--- src/rtl/bctl_pkg.sv ---
package bctl_pkg;

   localparam int unsigned CFG_W = 3;
   localparam logic [CFG_W-1:0] CFG_RST = 3'b010;

   typedef enum logic [1:0] {
      OP_SIG  = 2'd0,
      OP_PATT = 2'd1,
      OP_CNT  = 2'd2
   } op_e;

   function automatic op_e decode_op(input logic [CFG_W-1:0] code);
      case (code)
         3'b000:  return OP_PATT;
         3'b001:  return OP_CNT;
         default: return OP_SIG;
      endcase
   endfunction

endpackage

--- src/rtl/bctl_cfg_reg.sv ---
module bctl_cfg_reg
   import bctl_pkg::*;
(
   input  logic             tck,
   input  logic             trst_n,
   input  logic             tlr,
   input  logic             sel,
   input  logic             capture,
   input  logic             shift,
   input  logic             update,
   input  logic             tdi,
   output logic             tdo,
   output logic [CFG_W-1:0] sh_q,
   output logic [CFG_W-1:0] act_q
);

   always_ff @(posedge tck or negedge trst_n) begin
      if (!trst_n) begin
         sh_q  <= CFG_RST;
         act_q <= CFG_RST;
      end else if (tlr) begin
         sh_q  <= CFG_RST;
         act_q <= CFG_RST;
      end else begin
         if (sel && shift)
            sh_q <= {tdi, sh_q[CFG_W-1:1]};
         else if (sel && capture)
            sh_q <= sh_q;   // capture loads nothing into this register
         if (sel && update)
            act_q <= sh_q;
      end
   end

   assign tdo = sh_q[0];

endmodule

--- src/rtl/bctl_next.sv ---
module bctl_next
   import bctl_pkg::*;
#(
   parameter int unsigned W    = 16,
   parameter logic [W-1:0] SEED = 1
)(
   input  op_e          op,
   input  logic [W-1:0] cur,
   input  logic [W-1:0] pin,
   output logic [W-1:0] nxt
);

   logic [W-1:0] mask;
   logic [W-1:0] shifted;

   if (W == 8) begin : g_w8
      assign mask = 8'hB8;
   end else if (W == 16) begin : g_w16
      assign mask = 16'hB400;
   end else if (W == 18) begin : g_w18
      assign mask = 18'h20400;
   end else if (W == 32) begin : g_w32
      assign mask = 32'h8020_0003;
   end else begin : g_bad_w
      $error("bctl_next: no feedback polynomial for this width");
      assign mask = '0;
   end

   if (SEED == '0) begin : g_bad_seed
      $error("bctl_next: seed must be nonzero");
   end

   assign shifted = {1'b0, cur[W-1:1]} ^ (cur[0] ? mask : '0);

   always_comb begin
      case (op)
         OP_PATT: nxt = (cur == '0) ? SEED : shifted;
         OP_CNT:  nxt = cur + 1'b1;
         default: nxt = shifted ^ pin;
      endcase
   end

endmodule

--- src/rtl/bctl_engine.sv ---
module bctl_engine
   import bctl_pkg::*;
#(
   parameter int unsigned W    = 16,
   parameter logic [W-1:0] SEED = 1
)(
   input  logic         tck,
   input  logic         trst_n,
   input  logic         tlr,
   input  logic         capture_dr,
   input  logic         shift_dr,
   input  logic         update_dr,
   input  logic         rti,
   input  logic         runt_active,
   input  logic         ctl_sel,
   input  logic         tdi,
   output logic         tdo,
   input  logic [W-1:0] pin_in,
   output logic [W-1:0] bword
);

   logic [CFG_W-1:0] cfg_sh;
   logic [CFG_W-1:0] cfg_act;
   logic [W-1:0]     word_q;
   logic [W-1:0]     word_d;
   logic             step;
   op_e              op;

   bctl_cfg_reg u_cfg (
      .tck     (tck),
      .trst_n  (trst_n),
      .tlr     (tlr),
      .sel     (ctl_sel),
      .capture (capture_dr),
      .shift   (shift_dr),
      .update  (update_dr),
      .tdi     (tdi),
      .tdo     (tdo),
      .sh_q    (cfg_sh),
      .act_q   (cfg_act)
   );

   assign op = decode_op(cfg_act);

   bctl_next #(.W(W), .SEED(SEED)) u_next (
      .op  (op),
      .cur (word_q),
      .pin (pin_in),
      .nxt (word_d)
   );

   assign step = runt_active && rti && !tlr;

   always_ff @(posedge tck or negedge trst_n) begin
      if (!trst_n)
         word_q <= '0;
      else if (step)
         word_q <= word_d;
   end

   assign bword = word_q;

endmodule

--- config.mk ---
export PLATFORM = sky130hd
export DESIGN_NAME = bctl_engine
export DESIGN_NICKNAME = d
export VERILOG_FILES = /design/src/rtl/bctl_pkg.sv /design/src/rtl/bctl_cfg_reg.sv /design/src/rtl/bctl_next.sv /design/src/rtl/bctl_engine.sv
export SDC_FILE = /design/constraint.sdc
export NUM_CORES = 1
export LEC_CHECK = 0
export ABC_AREA = 1
export CORE_MARGIN = 4
export CORE_UTILIZATION = 46
export DETAILED_ROUTE_END_ITERATION = 7
export GPL_TIMING_DRIVEN = 0
export HOLD_SLACK_MARGIN = 0.12
export PLACE_DENSITY = 0.78
export SLEW_MARGIN = 20
export SYNTH_ARGS = -nofsm -noshare
export SYNTH_HDL_FRONTEND = slang
export SYNTH_SLANG_ARGS = --single-unit
--- constraint.sdc ---
create_clock -name tck -period 1.5 [get_ports tck]
set_clock_uncertainty 0.05 [all_clocks]
set_input_delay 0.3 -clock tck [delete_from_list [all_inputs] [get_ports tck]]
set_output_delay 0.3 -clock tck [all_outputs]
set_load 0.005 [all_outputs]
==> summary.txt <==
Clock network
  • CTS tree: built
  • Max clock buf depth: 2
  • Clk_lat worst skew: 0.27 ns
  • Clk sinks: 22
  • Worst-path clk slew: 0.09 ns
  • Root buffer cell: clkbuf_8
  • Number of CTS-inserted buffers: 3
  • CTS HTree Levels: 1

Yosys
  • Top FF cell, synth: dfrtp_1
  • Mean Syn Cell Area: 6.252 um^2
  • Count leader, synth: nand2_1
  • Netlist cell types: 30
  • Post-Synthesis Cells: 318
  • Yosys warns: 0
  • FF+latch count, synth: 22
  • Synthesized area: 0.001988 mm^2
  • Most frequent cells after synthesis: 81 x nand2_1, 48 x nor2_1, 37 x inv_1
  • Post-synth EDFFs: 0
  • Post-synthesis sequential area ratio: 27.82%
  • Top cells by area, synth: dfrtp_1 25%, nand2_1 15%, nor2_1 9.1%, a21oi_1 7.0%, inv_1 7.0%
  • Syn Nets: 346
  • Top-area cell type share of the netlist area: 25.17%
  • Post-synth top area cell: dfrtp_1
  • FFs w/ async S/R, synth: 100.0%

Cells and area
  • Final nets: 404
  • Layout area overhead: 39.14%
  • Layout cells sized above 1: 22.93%
  • Fillers: 385
  • Ant diodes: 0
  • Post-route cell area: 0.002766 mm^2

Run status
  • Violated checks: negative setup slack
  • Status: complete, but fails checks

Worst setup path
  • WS Path Type: register to register
  • WP data required: 1.64 ns
  • R2r worst-path depth: 11
  • Crit-path max FO: 4
  • Worst EP arrival: 1.69 ns
  • Crit path launch type: register
  • CP endpoint kind: register
  • Reg2Reg Setup Slack: -0.05 ns

STA
  • Final min period: 1.555 ns
  • Max_slew headroom: 65.21%
  • RSZ-0062 raised after global routing: yes
  • F_max: 0.6433 GHz
  • Fin. Hold Viols: 0
  • Worst slew pin tran: 0.5218 ns
  • Setup Viol. Count Final: 1
  • Period utilization: 103.6%
  • Fin. max-slew vios: 0
  • Final setup margin: -0.05454 ns

Pwr
  • Worst VDD drop: 0.5163 mV
  • PnR Total Power: 0.003018 W
  • Pwr/cell area: 1091 mW/mm^2
  • Leakage: 1.306 nW

Route
  • Routed vias/inst: 5.249
  • DRT antenna net count: 0
  • DRC: 0
  • Via count: 2231
  • Detailed Routing Iterations Pass 1: 4
  • DR WL/cell: 14.12 um
  • Initial DRC count: 225
  • WL final: 6003 um

Die
  • Core Area: 0.004086 mm^2
  • Die Ht: 73.74 um
  • Row Count: 23
  • Area of the die: 0.005438 mm^2
  • DIE WIDTH: 73.74 um
  • Initial Utilization: 48.65%
  • Top Ports: 43

GRT
  • Vias in the first global route: 2115
  • Total GRT Usage: 22.69%
  • Initial antenna violation count: 0
  • Largest net degree at the start of global routing: 23
  • First-pass GRT wire length: 9666 um
  • GRT overflow: 0

Placed design
  • Count of input and output buffers: 41
  • Placed inst area: 0.002461 mm^2
  • Worst slack, placed: -0.3172 ns
  • GP Congestion: 0.8962
  • Detailed placement HPWL: 4238 um

Worst hold path
  • Worst min-delay path class: register to register
  • Hold path depth: 2

Job
  • Max-Cap Viols: 0
==> cells in the final DEF (no fill, tap or decap), drive strengths merged, types with 4 or more instances in the layout <==
| master | n |
|---|---|
| a21oi | 28 |
| buf | 26 |
| clkbuf | 5 |
| clkdlybuf4s50 | 24 |
| dfrtp | 20 |
| dlygate4sd2 | 6 |
| dlymetal6s2s | 10 |
| inv | 40 |
| nand2 | 85 |
| nand3 | 28 |
| nand4 | 7 |
| nor2 | 58 |
| o21ai | 16 |
| or2 | 4 |
==> per-stage QoR <==
step	utilization [%]	std cells	setup TNS [ns]	hold slack (ns)
after global placement	60.23	409	-6.668	0.4464
after global routing	67.70	425	-0.5980	0.4926
after detailed placement	60.23	409	-7.339	0.4592
after floorplan	-	318	0	-0.04559
after CTS	64.57	422	-0.2158	0.4672
final	67.70	425	-0.05454	0.4658
==> cell families (layout without fill, tap and decap cells) <==
| kind of cell | Yosys count | in the layout | synth area share [%] |
|---|---|---|---|
| simple gates | 182 | 182 | 40.72 |
| compound gates | 57 | 57 | 15.98 |
| buf+inv | 55 | 112 | 14.22 |
| flops | 22 | 22 | 27.82 |
| fa+ha+maj | 2 | 2 | 1.258 |
==> repair_timing <==
action,4_1_cts,5_1_grt
resized for setup,29,33
setup buffers,9,2
hold endpoints to repair,0,20
hold buffers,0,1
cloned,0,0
pin swaps,11,14
setup endpoints to repair,18,26
==> worst max-delay path, cell delays in order (launching register included) <==
cell and delay, ns:
dfrtp_1 0.40, buf_6 0.14, inv_8 0.04, ha_4 0.12
inv_2 0.03, nor2_2 0.09, nand2_2 0.08, nor2_4 0.15
nand2_2 0.09, nand2_1 0.07, nand2_1 0.07, a22oi_2 0.15
==> sequential cells by signal, indices dropped and copies added, names as in the netlist <==
register and cells:
u_cfg.sh_q 3, bword 16, u_cfg.act_q 3
==> where the power goes <==
| part | leakage (nW) | total [W] | internal (W) | switching [W] |
|---|---|---|---|---|
| combinational | 1.02 | 0.00175 | 0.000784 | 0.000967 |
| sequential | 0.254 | 0.000812 | 0.000724 | 0.0000880 |
| clock | 0.0288 | 0.000455 | 0.000235 | 0.000220 |
| total | 1.31 | 0.00302 | 0.00174 | 0.00128 |
==> final timing paths <==
kind,start,end
setup / recovery,bword[0]$_DFFE_PN0P_,bword[0]$_DFFE_PN0P_
hold / removal,u_cfg.sh_q[1]$_DFFE_PN1P_,u_cfg.sh_q[1]$_DFFE_PN1P_
setup reg to reg,bword[0]$_DFFE_PN0P_,bword[0]$_DFFE_PN0P_
hold reg to reg,u_cfg.sh_q[1]$_DFFE_PN1P_,u_cfg.sh_q[1]$_DFFE_PN1P_
max in group asynchronous,trst_n,bword[7]$_DFFE_PN0P_
min in group asynchronous,trst_n,bword[8]$_DFFE_PN0P_
==> layer usage <==
layer,global-route usage (%),share of wire [%],vias up
met5,0,0,-
met4,7.243,1.3,0
met3,2.462,7.7,9
met2,37.40,49,81
met1,30.85,42,1004
li1,-,-,1137
==> cell type report <==
cell class | instances | area [um^2] | area share, %
Buffer | 15 | 136.4 | 4.930
Inverter | 40 | 160.2 | 5.789
Clock buffer | 4 | 55.05 | 1.990
Multi-Input combinational cell | 241 | 1279 | 46.22
Tap cell | 50 | 62.56 | 2.261
Timing Repair Buffer | 53 | 515.5 | 18.63
Sequential cell | 22 | 558.0 | 20.17
(Power assumes the default switching activity.)
